`src/rtl/irq_pkg.sv`:
```
package irq_pkg;
  localparam logic [7:0] OPT_ADDR = 8'hC8;
  localparam int BIT_LVL1 = 6;
  localparam int BIT_POL2 = 5;
  localparam int BIT_GEN  = 4;
  localparam int NUM_VEC  = 5;
  localparam int VEC_W    = $clog2(NUM_VEC);

  typedef struct packed {
    logic lvl1;
    logic pol2;
    logic gen;
  } opt_t;
endpackage

```
`src/rtl/irq_opt_reg.sv`:
```
module irq_opt_reg
  import irq_pkg::*;
#(
  parameter int AW = 8
) (
  input  logic          clk_i,
  input  logic          rst_ni,
  input  logic          we_i,
  input  logic [AW-1:0] addr_i,
  input  logic [7:0]    wdata_i,
  output opt_t          opt_o
);
  logic hit;
  assign hit = we_i && (addr_i == AW'(OPT_ADDR));

  always_ff @(posedge clk_i or negedge rst_ni) begin
    if (!rst_ni) opt_o <= '0;
    else if (hit) begin
      opt_o.lvl1 <= wdata_i[BIT_LVL1];
      opt_o.pol2 <= wdata_i[BIT_POL2];
      opt_o.gen  <= wdata_i[BIT_GEN];
    end
  end

  logic unused_bits;
  assign unused_bits = ^{wdata_i[7], wdata_i[3:0]};

  // a write that does not hit the register leaves it unchanged
  a_r1_write_only_addr: assert property (@(posedge clk_i) disable iff (!rst_ni)
    !hit |=> $stable(opt_o));
endmodule

```
`src/rtl/irq_pin_detect.sv`:
```
module irq_pin_detect #(
  parameter int STAGES = 2
) (
  input  logic clk_i,
  input  logic rst_ni,
  input  logic pin_i,
  input  logic level_i,
  input  logic rising_i,
  input  logic clr_i,
  output logic req_o
);
  logic [STAGES-1:0] sync_q;
  logic prev_q, pend_q, smp, edge_hit;

  always_ff @(posedge clk_i or negedge rst_ni) begin
    if (!rst_ni) begin
      sync_q <= '0;
      prev_q <= 1'b0;
    end else begin
      sync_q <= {sync_q[STAGES-2:0], pin_i};
      prev_q <= sync_q[STAGES-1];
    end
  end

  assign smp      = sync_q[STAGES-1];
  assign edge_hit = rising_i ? (smp & ~prev_q) : (~smp & prev_q);

  // a new edge wins over a simultaneous clear
  always_ff @(posedge clk_i or negedge rst_ni) begin
    if (!rst_ni)        pend_q <= 1'b0;
    else if (level_i)   pend_q <= 1'b0;
    else if (edge_hit)  pend_q <= 1'b1;
    else if (clr_i)     pend_q <= 1'b0;
  end

  assign req_o = level_i ? smp : pend_q;

  // a latched edge holds until cleared
  a_r4_pend_hold: assert property (@(posedge clk_i) disable iff (!rst_ni)
    pend_q && !clr_i && !level_i |=> pend_q);
endmodule

```
`src/rtl/irq_prio_arb.sv`:
```
module irq_prio_arb
  import irq_pkg::*;
#(
  parameter int N = NUM_VEC
) (
  input  logic             nmi_req_i,
  input  logic [N-1:1]     mreq_i,
  input  logic             gen_i,
  input  logic             in_svc_i,
  output logic             irq_o,
  output logic [VEC_W-1:0] vec_o
);
  always_comb begin
    irq_o = 1'b0;
    vec_o = '0;
    if (nmi_req_i) begin
      irq_o = 1'b1;
    end else if (gen_i && !in_svc_i) begin
      for (int i = N - 1; i >= 1; i--) begin
        if (mreq_i[i]) begin
          irq_o = 1'b1;
          vec_o = VEC_W'(i);
        end
      end
    end
  end
endmodule

```
`src/rtl/irq_ctrl.sv`:
```
module irq_ctrl
  import irq_pkg::*;
#(
  parameter int AW          = 8,
  parameter int PER_N       = 5,
  parameter int SYNC_STAGES = 2,
  parameter logic [PER_N-1:0] VEC3_MASK = 5'b01110,
  parameter logic [PER_N-1:0] VEC4_MASK = 5'b10001
) (
  input  logic             clk_i,
  input  logic             rst_ni,
  input  logic             bus_we_i,
  input  logic [AW-1:0]    bus_addr_i,
  input  logic [7:0]       bus_wdata_i,
  input  logic             pin1_i,
  input  logic             pin2_i,
  input  logic             nmi_i,
  input  logic [PER_N-1:0] periph_req_i,
  input  logic [PER_N-1:0] periph_en_i,
  input  logic             irq_ack_i,
  input  logic             irq_ret_i,
  output logic             irq_o,
  output logic [VEC_W-1:0] irq_vec_o,
  output logic             wake_o
);
  opt_t opt;
  logic [NUM_VEC-1:0] clr;
  logic [NUM_VEC-1:1] mreq;
  logic [PER_N-1:0]   per_act;
  logic nmi_req, ack_fire, in_svc_q;

  irq_opt_reg #(.AW(AW)) u_opt (
    .clk_i, .rst_ni, .we_i(bus_we_i), .addr_i(bus_addr_i),
    .wdata_i(bus_wdata_i), .opt_o(opt)
  );

  assign ack_fire = irq_ack_i && irq_o;

  for (genvar v = 0; v < NUM_VEC; v++) begin : g_clr
    assign clr[v] = ack_fire && (irq_vec_o == VEC_W'(v));
  end

  irq_pin_detect #(.STAGES(SYNC_STAGES)) u_nmi (
    .clk_i, .rst_ni, .pin_i(nmi_i), .level_i(1'b0), .rising_i(1'b1),
    .clr_i(clr[0]), .req_o(nmi_req)
  );
  irq_pin_detect #(.STAGES(SYNC_STAGES)) u_src1 (
    .clk_i, .rst_ni, .pin_i(pin1_i), .level_i(opt.lvl1), .rising_i(1'b1),
    .clr_i(clr[1]), .req_o(mreq[1])
  );
  irq_pin_detect #(.STAGES(SYNC_STAGES)) u_src2 (
    .clk_i, .rst_ni, .pin_i(pin2_i), .level_i(1'b0), .rising_i(opt.pol2),
    .clr_i(clr[2]), .req_o(mreq[2])
  );

  assign per_act = periph_req_i & periph_en_i;
  assign mreq[3] = |(per_act & VEC3_MASK);
  assign mreq[4] = |(per_act & VEC4_MASK);

  always_ff @(posedge clk_i or negedge rst_ni) begin
    if (!rst_ni)                                   in_svc_q <= 1'b0;
    else if (ack_fire && irq_vec_o != '0)          in_svc_q <= 1'b1;
    else if (irq_ret_i)                            in_svc_q <= 1'b0;
  end

  irq_prio_arb #(.N(NUM_VEC)) u_arb (
    .nmi_req_i(nmi_req), .mreq_i(mreq), .gen_i(opt.gen),
    .in_svc_i(in_svc_q), .irq_o, .vec_o(irq_vec_o)
  );

  assign wake_o = opt.gen && (nmi_req || |mreq);

  a_r2_gen_blocks: assert property (@(posedge clk_i) disable iff (!rst_ni)
    !opt.gen && !nmi_req |-> !irq_o);
  a_r10_no_wake_gen_off: assert property (@(posedge clk_i) disable iff (!rst_ni)
    !opt.gen |-> !wake_o);
  a_r8_svc_blocks: assert property (@(posedge clk_i) disable iff (!rst_ni)
    in_svc_q && !nmi_req |-> !irq_o);
  a_r8_svc_set: assert property (@(posedge clk_i) disable iff (!rst_ni)
    ack_fire && irq_vec_o != '0 |=> in_svc_q);
  a_r9_nmi_first: assert property (@(posedge clk_i) disable iff (!rst_ni)
    nmi_req |-> irq_o && irq_vec_o == '0);
  a_r7_vec_range: assert property (@(posedge clk_i) disable iff (!rst_ni)
    irq_o |-> irq_vec_o < VEC_W'(NUM_VEC));
endmodule

```
`config.mk`:
```
export PLATFORM = sky130hd
export DESIGN_NAME = irq_ctrl
export DESIGN_NICKNAME = d
export VERILOG_FILES = /design/src/rtl/irq_pkg.sv /design/src/rtl/irq_opt_reg.sv /design/src/rtl/irq_pin_detect.sv /design/src/rtl/irq_prio_arb.sv /design/src/rtl/irq_ctrl.sv
export SDC_FILE = /design/constraint.sdc
export NUM_CORES = 1
export LEC_CHECK = 0
export BUFFER_PORTS_ARGS = -buffer_cell sky130_fd_sc_hd__clkbuf_2
export CELL_PAD_IN_SITES_DETAIL_PLACEMENT = 0
export CELL_PAD_IN_SITES_GLOBAL_PLACEMENT = 2
export CORE_MARGIN = 2
export CORE_UTILIZATION = 25
export CTS_BUF_LIST = sky130_fd_sc_hd__clkbuf_8 sky130_fd_sc_hd__clkbuf_16
export DETAILED_ROUTE_END_ITERATION = 7
export GPL_TIMING_DRIVEN = 0
export PLACE_DENSITY = 0.86
export SLEW_MARGIN = 40
export SYNTH_ARGS = -nofsm -noshare
export SYNTH_HDL_FRONTEND = slang
export SYNTH_SLANG_ARGS = --single-unit
```
`constraint.sdc`:
```
create_clock -name clk_i -period 2.6 [get_ports clk_i]
set_input_delay 0.52 -clock clk_i [delete_from_list [all_inputs] [get_ports clk_i]]
set_output_delay 0.52 -clock clk_i [all_outputs]
set_load 0.01 [all_outputs]
```
==> impl_results.md, run 1 <==
- Clock share of power: 0.385
- Post-DRT Antenna Nets: 0
- Clock skew: 3.415 ps
- WL final: 1218 um
- Met3 global-route usage: 0.01913
- Critical path peak fanout: 4
- DR iter-0 viols: 1
- Clock Path Buffers: 2
- Synth cell count leaders: dfrtp_1, inv_1, mux2_2, nand2_1
- H-tree lvl count: 1
- PD cells: 594.7 nW/um2
- R2R depth: 3
- Number of global-route vias before repair: 507
- Max Cap Viol: 0
- I/O Pins: 39
- Grt total ovfl: 0
- Post-CTS Setup Repair Bufs: 0
- Critical Path RT: 2080 ps
- Fin nets: 123
- Placed inst area: 849.6 um2
- Tot GR Track Use: 0.09127
- Worst path max stage delay: 600 ps
- Cell Area, Synth: 646.9 um2
- Cell Chain, Critical Path: clkbuf_2, a222oi_1, nand4_2, a31o_1, clkbuf_2
- Crit-path most repeated cell: clkbuf_2
- Mapped Nets: 85
- Crit Path Class: in -> out
- Syn_area_per_cell: 12.68 um2
- Post-Synthesis Cells: 51
- DRT Pass-1 Iters: 4
- EDFF count, synth: 0
- Top-count cell post-synth: dfrtp_1
- Peak supply drop: 0.3524 mV
- Fin. Hold Viols: 0
- Worst-path clk slew: 60 ps
- M1 GR Usage: 0.1079
- DR vias: 524
- Sw frac: 0.2027
- CTS tree: built
- Total CTS buffers: 3
- Slew Limit Fails: 0
- CORE AREA: 2455 um2
- Via-per-instance ratio: 4.441
- PortBufs: 33
- DR WL/cell: 10.32 um
- Row cnt: 18
- Seq pwr share: 0.507
- Busiest grt layer: met2
- Ranking of synthesized cells by area: dfrtp_1, mux2_2, inv_1, a311oi_2, nand4_2
- CP startpoint kind: input port
- Largest net degree at the start of global routing: 17
- Worst Max-Slew Pin Slew: 634.2 ps
- Clock latency on the worst-skew pair: 240 ps
- Netlist cell types: 24
- Die X-Extent: 54.87 um
- Period utilisation layout: 0.9088
- Initial antenna violation count: 0
- Die Ht: 54.87 um
- Top_reg_cell synth: dfrtp_1
- Critical-path top delay cell: a222oi_1
- Rel. slew slack: 0.5772
- Global-route wire length before repair: 1925 um
- HPWL after DPL: 1021 um
- Setup Viol. Count Final: 0
- Yosys Warn Count: 0
- Outcome: finished clean
- Design Area, Final: 904.6 um2
- Diodes inserted: 0
- Die Footprint: 3010 um2
- Synth top area share: 0.6190
- Pint: 0.0004289 W
- Minimum clock period: 2363 ps
- Setup_tns: 0 ps
- Met2 usage: 0.1528
- Hold Buf Count CTS: 0
- FMAX: 0.4232 GHz
- Layout cells sized above 1: 0.5000
- CP Capture Type: output port
- Post-cts resize count: 0
- DRC: 0
- TritonCTS sink count: 16
- Leakage: 0.4628 nW
- Seq/Total Area, Yosys: 0.6190
- FF+latch count, synth: 16
- RSZ-0062 raised after global routing: no
- Worst Hold Class: in -> async
- Worst Path Arrival: 1840 ps
- Switching Power: 0.0001090 W
- Root Buffer: clkbuf_8
- Ys async rst share: 1.000
- Synth area leader: dfrtp_1
- Logic pwr share: 0.109
- Initial Util: 0.2635
- GP Congestion: 0.6484
- Area Growth Syn to Fin: 39.85%
-- placed cells by master, fill, tap and decap left out --
cell,n
clkbuf_2,33
dfrtp_1,16
inv_1,6
clkbuf_8,4
nand2_1,3
mux2_2,3
a21oi_1,2
nor3_1,2
nor2_1,2
nor3b_2,1
a222oi_1,1
mux2i_1,1
o21ai_0,1
and2_1,1
a22oi_1,1
nand4_2,1
o21a_1,1
a31o_1,1
a31oi_1,1
a211o_1,1
a21boi_0,1
a311oi_2,1
o22ai_1,1
a32o_2,1
nor4bb_1,1
nand4_1,1
-- routing by layer --
metal	up-vias	wire, um	part of all wire
met2	30	538	0.44
met3	2	138	0.11
met4	0	9	0.0074
met1	233	531	0.44
li1	259	-	-
met5	-	0	0
-- power groups by stage --
stage,logic [W],clock network [W],registers [W]
after global routing,0.0000650,0.000229,0.000274
after CTS,0.0000598,0.000214,0.000273
after floorplan,0.0000275,0,0.000275
after detailed placement,0.0000592,0,0.000277
after global placement,0.0000576,0,0.000276
final,0.0000584,0.000207,0.000273
-- flip-flops by register name (all words and copies together), names as in the netlist --
| register | count |
|---|---|
| in_svc_q | 1 |
| u_opt.opt_o | 3 |
| u_src2.pend_q | 1 |
| u_nmi.prev_q | 1 |
| u_src2.sync_q | 2 |
| u_nmi.pend_q | 1 |
| u_src1.pend_q | 1 |
| u_src1.prev_q | 1 |
| u_nmi.sync_q | 2 |
| u_src1.sync_q | 2 |
| u_src2.prev_q | 1 |
-- cell type report --
cell class,instances,area [um2]
clock buffers,4,55.05
multi-input cells,29,224.0
flip-flops and latches,16,400.4
well taps,30,37.54
inverters,6,22.52
repair buffers,33,165.2
fillers,253,1550
-- stage by stage --
| stage | total power [W] | cells | utilization | hold slack, ps | setup slack (ps) |
|---|---|---|---|---|---|
| floorplan | 0.0003025 | 51 | - | 224.4 | 583.5 |
| global placement | 0.0003339 | 114 | 0.3461 | 331.5 | 259.5 |
| detailed placement | 0.0003364 | 114 | 0.3461 | 335.5 | 232.8 |
| CTS | 0.0005464 | 118 | 0.3685 | 192.9 | 219.8 |
| global route | 0.0005683 | 118 | 0.3685 | 212.7 | 161.8 |
| finish | 0.0005380 | 118 | 0.3685 | 181.3 | 237.2 |
-- worst paths after layout --
| kind | from | end | slack (ps) |
|---|---|---|---|
| worst max-delay path | periph_req_i[1] | irq_o | 240 |
| worst min-delay path | rst_ni | u_opt.opt_o[1] | 180 |
| worst max register to register | u_opt.opt_o[2] | in_svc_q | 1190 |
| worst min register to register | u_nmi.sync_q[0] | u_nmi.sync_q[1] | 350 |
| max in group asynchronous | rst_ni | u_nmi.sync_q[0] | 2150 |
| min in group clk_i | u_nmi.sync_q[0] | u_nmi.sync_q[1] | 350 |
-- logic make-up (layout without fill, tap and decap cells) --
| kind of cell | count (synthesis) | count (layout) | synth area share |
|---|---|---|---|
| flip-flops | 16 | 16 | 0.6189 |
| AO/OA/AOI/OAI | 13 | 13 | 0.1606 |
| AND/OR/NAND/NOR | 12 | 12 | 0.1180 |
| buffers and inverters | 6 | 43 | 0.03481 |
| multiplexers | 4 | 4 | 0.06770 |
-- worst max-delay path, delay by kind of cell --
kind / cells / cell delay [ps]
buffers and inverters: 2 / 200
and+or+nand+nor: 1 / 250
AOI/OAI and AO/OA: 2 / 870
(Power assumes the default switching activity.)
==> inputs of run 2 (changes only) <==
- CORE_MARGIN: 2 -> 3
==> run 2 against run 1 <==
  * Final cell count down 1.7%
  * Clock power up 3%
  * Sequential share of layout area up 0.12 points
  * Register-to-register slack worse by 20 ps
  * Critical path depth unchanged
  * Critical path type unchanged
  * Highest routed layer is now met3
==> impl_results.md, run 2 (synthesis results as in run 1) <==
- Tot GR Track Use: 0.09782 (+0.006541)
- Worst Max-Slew Pin Slew: 619.7 ps (-14.49 ps)
- Leakage: 0.4628 nW (unchanged)
- Worst-path clk slew: 60 ps (about the same)
- Setup_tns: 0 ps (unchanged)
- Critical Path RT: 2080 ps (about the same)
- Hold Buf Count CTS: 0 (unchanged)
- DR iter-0 viols: 42 (+41)
- Reg2Reg Setup Slack: 1170 ps (-20 ps)
- Global-route wire length before repair: 2497 um (+30%)
- Post-DRT Antenna Nets: 0 (unchanged)
- Clock latency on the worst-skew pair: 250 ps (about the same)
- I/O Pins: 39 (unchanged)
- Initial antenna violation count: 0 (unchanged)
- WL final: 1327 um (+8.9%)
- Period utilisation layout: 0.9085 (about the same)
- CP Capture Type: output port
- Outcome: finished clean
- Diodes inserted: 0 (unchanged)
- Register area: 400.4 um2 (unchanged)
- Worst path max stage delay: 590 ps (about the same)
- Rel. slew slack: 0.5869 (+0.009657)
- Minimum clock period: 2362 ps (-0.8250 ps)
- DRC: 0 (unchanged)
- Crit-path most repeated cell: clkbuf_2
- Clock skew: 5.504 ps (+2.088 ps)
- Filler Cells Inserted: 247 (-2.4%)
- Die Footprint: 3234 um2 (+7.4%)
- Critical path peak fanout: 4 (unchanged)
- RSZ-0062 raised after global routing: no
- Crit path capture: irq_o
- TritonCTS sink count: 16 (unchanged)
- Initial Util: 0.2765 (+0.01296)
- Grt total ovfl: 0 (unchanged)
- Root Buffer: clkbuf_8
- Number of global-route vias before repair: 570 (+12%)
- Place WS: 231.7 ps (-1.099 ps)
- Critical-path top delay cell: a222oi_1
- Peak supply drop: 0.3396 mV (-3.6%)
- CTS tree: built
- Max Cap Viol: 0 (unchanged)
- Die X-Extent: 56.87 um (+3.6%)
- Via-per-instance ratio: 4.603 (+3.7%)
- Post-cts resize count: 0 (unchanged)
- Launching point of the worst reg2reg path: u_opt.opt_o[2]
- Clock Path Buffers: 2 (unchanged)
- DR WL/cell: 11.44 um (+11%)
- PnR Total Power: 0.0005453 W (+1.4%)
- Flip-flop count of the largest register after layout: 3 (unchanged)
- Crit Path Class: in -> out
- CP startpoint kind: input port
- Row cnt: 17 (-1)
- PD cells: 604.5 nW/um2 (+1.6%)
- R2r endpoint: in_svc_q
- Setup Viol. Count Final: 0 (unchanged)
- Design Area, Final: 902.1 um2 (-0.28%)
- HPWL after DPL: 1079 um (+5.7%)
- CP Launch Point: periph_req_i[1]
- Slew Limit Fails: 0 (unchanged)
- DRT Pass-1 Iters: 4 (unchanged)
- CORE AREA: 2340 um2 (-4.7%)
- Largest net degree at the start of global routing: 17 (unchanged)
- FMAX: 0.4234 GHz (about the same)
- Fin. Hold Viols: 0 (unchanged)
- Core Util, Final: 0.3856 (+0.01706)
- Fin nets: 123 (unchanged)
- PortBufs: 33 (unchanged)
- Die Ht: 56.87 um (+3.6%)
- GP Congestion: 0.7364 (+14%)
- Setup slack after layout: 238.0 ps (+0.8250 ps)
- Post-CTS Setup Repair Bufs: 0 (unchanged)
- Largest Register: u_opt.opt_o
- Cell Chain, Critical Path: clkbuf_2, a222oi_1, nand4_2, a31o_1, clkbuf_2
- Worst Hold Class: in -> async
- Most frequent cells in the layout: clkbuf_2, dfrtp_1, inv_1
- Area Growth Syn to Fin: 39.46%
- Total CTS buffers: 3 (unchanged)
- Worst Path Arrival: 1840 ps (about the same)
- Layout cells sized above 1: 0.5000 (unchanged)
- R2R depth: 3 (unchanged)
- H-tree lvl count: 1 (unchanged)
- Placed inst area: 847.1 um2 (-0.29%)
- Area of the multi-input gates: 224.0 um2 (unchanged)
- DR vias: 534 (+1.9%)
- Commonest non-fill, non-tap cell in the layout: clkbuf_2
## run 2: cell counts in the layout (fill, tap and decap cells not counted)
Identical to the previous run, type by type.
## run 2: cell type report
type                       instances  share of cell area
sequential                        16              0.4438
inverter                           6             0.02497
clock buffer                       4             0.06103
timing repair buffer              33              0.1831
tap                               28             0.03883
multi-input combinational         29              0.2483
## run 2: critical path: cells and delay by family
kind	cells	cell delay [ps]
and+or+nand+nor	1	250
AOI/OAI and AO/OA	2	870
buffers and inverters	2	200
## run 2: worst min-delay path by stage
| stage | endpoint | from | slack [ps] |
|---|---|---|---|
| after floorplan | in_svc_q | rst_ni | 220 |
| after global placement | u_src2.sync_q[1] | u_src2.sync_q[0] | 330 |
| after detailed placement | u_src1.sync_q[1] | u_src1.sync_q[0] | 330 |
| after CTS | u_src2.pend_q | rst_ni | 200 |
| after global routing | u_src2.pend_q | rst_ni | 220 |
| final | u_src1.pend_q | rst_ni | 190 |
## run 2: stage by stage
stage | std cells | hold slack, ps
after floorplan | 51 | 224.4
after global placement | 112 | 332.0
after detailed placement | 112 | 334.7
after CTS | 116 | 196.0
after global routing | 116 | 215.8
final | 116 | 186.1
## run 2: power breakdown
part	total [W]	internal, W	switching, W
clock network	0.000214	0.000134	0.0000797
registers	0.000273	0.000264	0.00000883
logic	0.0000589	0.0000312	0.0000277
total	0.000545	0.000429	0.000116
## run 2: layer usage
metal  up-vias  share of wire  GRT usage
li1        262              -          -
met2        31           0.41     0.1353
met1       241           0.46     0.1344
met3         0           0.12    0.03218
met4         0              0    0.04967
met5         -              0          0
==> inputs of run 3 (changes only) <==
- CORE_UTILIZATION: 25 -> 27
- CTS_BUF_LIST: sky130_fd_sc_hd__clkbuf_8 sky130_fd_sc_hd__clkbuf_16 -> sky130_fd_sc_hd__clkbuf_8
- PLACE_DENSITY: 0.86 -> 0.91
==> run 3 against run 2 <==
  * Clock power about the same
  * Clock skew down 3.7 ps
  * Highest routed layer unchanged
  * Global-route usage down 0.38 points
  * Worst setup slack better by 26 ps
  * Critical path depth unchanged
  * Sequential share of layout area unchanged
  * Final cell count unchanged
  * Via count down 1.1%
  * Register-to-register slack better by 20 ps
  * Largest cell class unchanged
==> impl_results.md, run 3 (synthesis results as in run 1) <==
- Outcome: finished clean
- Max layer used: met3
- Core Util, Final: 0.4039 (+0.01836)
- Largest net degree at the start of global routing: 17 (unchanged)
- TritonCTS sink count: 16 (unchanged)
- DRT Pass-1 Iters: 4 (unchanged)
- Post-CTS Setup Repair Bufs: 0 (unchanged)
- Die Ht: 54.95 um (-3.4%)
- Die X-Extent: 54.95 um (-3.4%)
- Diodes inserted: 0 (unchanged)
- Clock skew: 1.813 ps (-3.691 ps)
- Clock latency on the worst-skew pair: 240 ps (about the same)
- Post-cts resize count: 0 (unchanged)
- Launching point of the worst reg2reg path: u_opt.opt_o[2]
- Global-route wire length before repair: 1987 um (-20%)
- DRC: 0 (unchanged)
- Worst Max-Slew Pin Slew: 617.9 ps (-1.843 ps)
- Setup slack after layout: 263.8 ps (+25.85 ps)
- H-tree lvl count: 1 (unchanged)
- Row cnt: 17 (unchanged)
- Area of the multi-input gates: 224.0 um2 (unchanged)
- CP startpoint kind: input port
- Commonest non-fill, non-tap cell in the layout: clkbuf_2
- Leakage: 0.4628 nW (unchanged)
- Minimum clock period: 2336 ps (-25.85 ps)
- PortBufs: 33 (unchanged)
- DR iter-0 viols: 12 (-71%)
- Critical Path RT: 2080 ps (about the same)
- Fin nets: 123 (unchanged)
- Number of global-route vias before repair: 526 (-7.7%)
- Reg2Reg Setup Slack: 1190 ps (+20 ps)
- PD cells: 600.0 nW/um2 (-0.75%)
- Critical path peak fanout: 4 (unchanged)
- PnR Total Power: 0.0005412 W (-0.75%)
- R2r endpoint: in_svc_q
- DR WL/cell: 10.50 um (-8.2%)
- RSZ-0062 raised after global routing: no
- Clock Path Buffers: 2 (unchanged)
- Grt total ovfl: 0 (unchanged)
- HPWL after DPL: 1043 um (-3.3%)
- Filler Cells Inserted: 221 (-11%)
- DR WL met3: 134 um (-18%)
- Root Buffer: clkbuf_8
- Max Cap Viol: 0 (unchanged)
- CTS tree: built
- Rel. slew slack: 0.5881 (+0.001229)
- Place WS: 228.8 ps (-2.878 ps)
- Layout cells sized above 1: 0.5000 (unchanged)
- Initial antenna violation count: 0 (unchanged)
- Crit Path Class: in -> out
- Total CTS buffers: 3 (unchanged)
- Largest Register: u_opt.opt_o
- Worst-path clk slew: 60 ps (about the same)
- Detail Route met2 WL: 582 um (+5.8%)
- WL final: 1218 um (-8.2%)
- Post-DRT Antenna Nets: 0 (unchanged)
- Setup_tns: 0 ps (unchanged)
- Die Footprint: 3019 um2 (-6.6%)
- CP Capture Type: output port
- FMAX: 0.4281 GHz (+1.1%)
- Slew Limit Fails: 0 (unchanged)
- Most frequent cells in the layout: clkbuf_2, dfrtp_1, inv_1
- Worst Path Arrival: 1820 ps (-20 ps)
- Detailed-routing wirelength on met1: 501 um (-18%)
- GP Congestion: 0.6845 (-7.0%)
- Worst Hold Class: in -> async
- DR vias: 528 (-1.1%)
- CORE AREA: 2233 um2 (-4.5%)
- Area Growth Syn to Fin: 39.46% (unchanged)
- Via-per-instance ratio: 4.552 (-1.1%)
- Fin. Hold Viols: 0 (unchanged)
- Flip-flop count of the largest register after layout: 3 (unchanged)
- Setup Viol. Count Final: 0 (unchanged)
- Initial Util: 0.2896 (+0.01317)
- Placed Instances: 112 (unchanged)
- Period utilisation layout: 0.8985 (-0.009943)
- Tot GR Track Use: 0.09400 (-0.003818)
- Register area: 400.4 um2 (unchanged)
- Finished Layout Cells: 116 (unchanged)
- R2R depth: 3 (unchanged)
- Hold Buf Count CTS: 0 (unchanged)
- I/O Pins: 39 (unchanged)
- Peak supply drop: 0.3339 mV (-1.7%)
-- run 3: cell counts in the layout (fill, tap and decap cells not counted) --
No cell type changed its count.
-- run 3: final cells by class --
cell class | count | share of cell area
clock buffer | 4 | 0.06103
inverter | 6 | 0.02497
sequential | 16 | 0.4438
timing repair buffer | 33 | 0.1831
tap | 28 | 0.03883
multi-input combinational | 29 | 0.2483
-- run 3: how the worst max path moves through the flow --
stage	from	end	slack, ps	cells after the start
after floorplan	periph_req_i[1]	irq_o	580	3
after global placement	periph_req_i[1]	irq_o	280	5
after detailed placement	periph_req_i[1]	irq_o	230	5
after CTS	periph_req_i[1]	irq_o	230	5
after global routing	periph_req_i[1]	irq_o	100	5
final	periph_req_i[1]	irq_o	260	5
-- run 3: layer usage --
metal	GRT usage	up-vias
li1	-	259
met1	0.1102	240
met2	0.1516	29
met3	0.02413	0
met4	0.06073	0
met5	0	-
-- run 3: metrics by stage --
stage	hold slack (ps)	instance area, um2
floorplan	224.4	646.9
global placement	332.0	847.1
detailed placement	335.5	847.1
CTS	188.9	902.1
global route	200.7	902.1
finish	178.0	902.1
-- run 3: power breakdown --
group          internal, W  switching, W  leakage (nW)  total (W)
combinational    0.0000312     0.0000265         0.243  0.0000577
sequential        0.000264    0.00000888         0.191   0.000273
clock             0.000134     0.0000769        0.0288   0.000211
total             0.000429      0.000112         0.463   0.000541
-- run 3: worst max-delay path, stage by stage --
cell,delay (ps)
clkbuf_2,80
a222oi_1,590
nand4_2,240
a31o_1,270
clkbuf_2,120
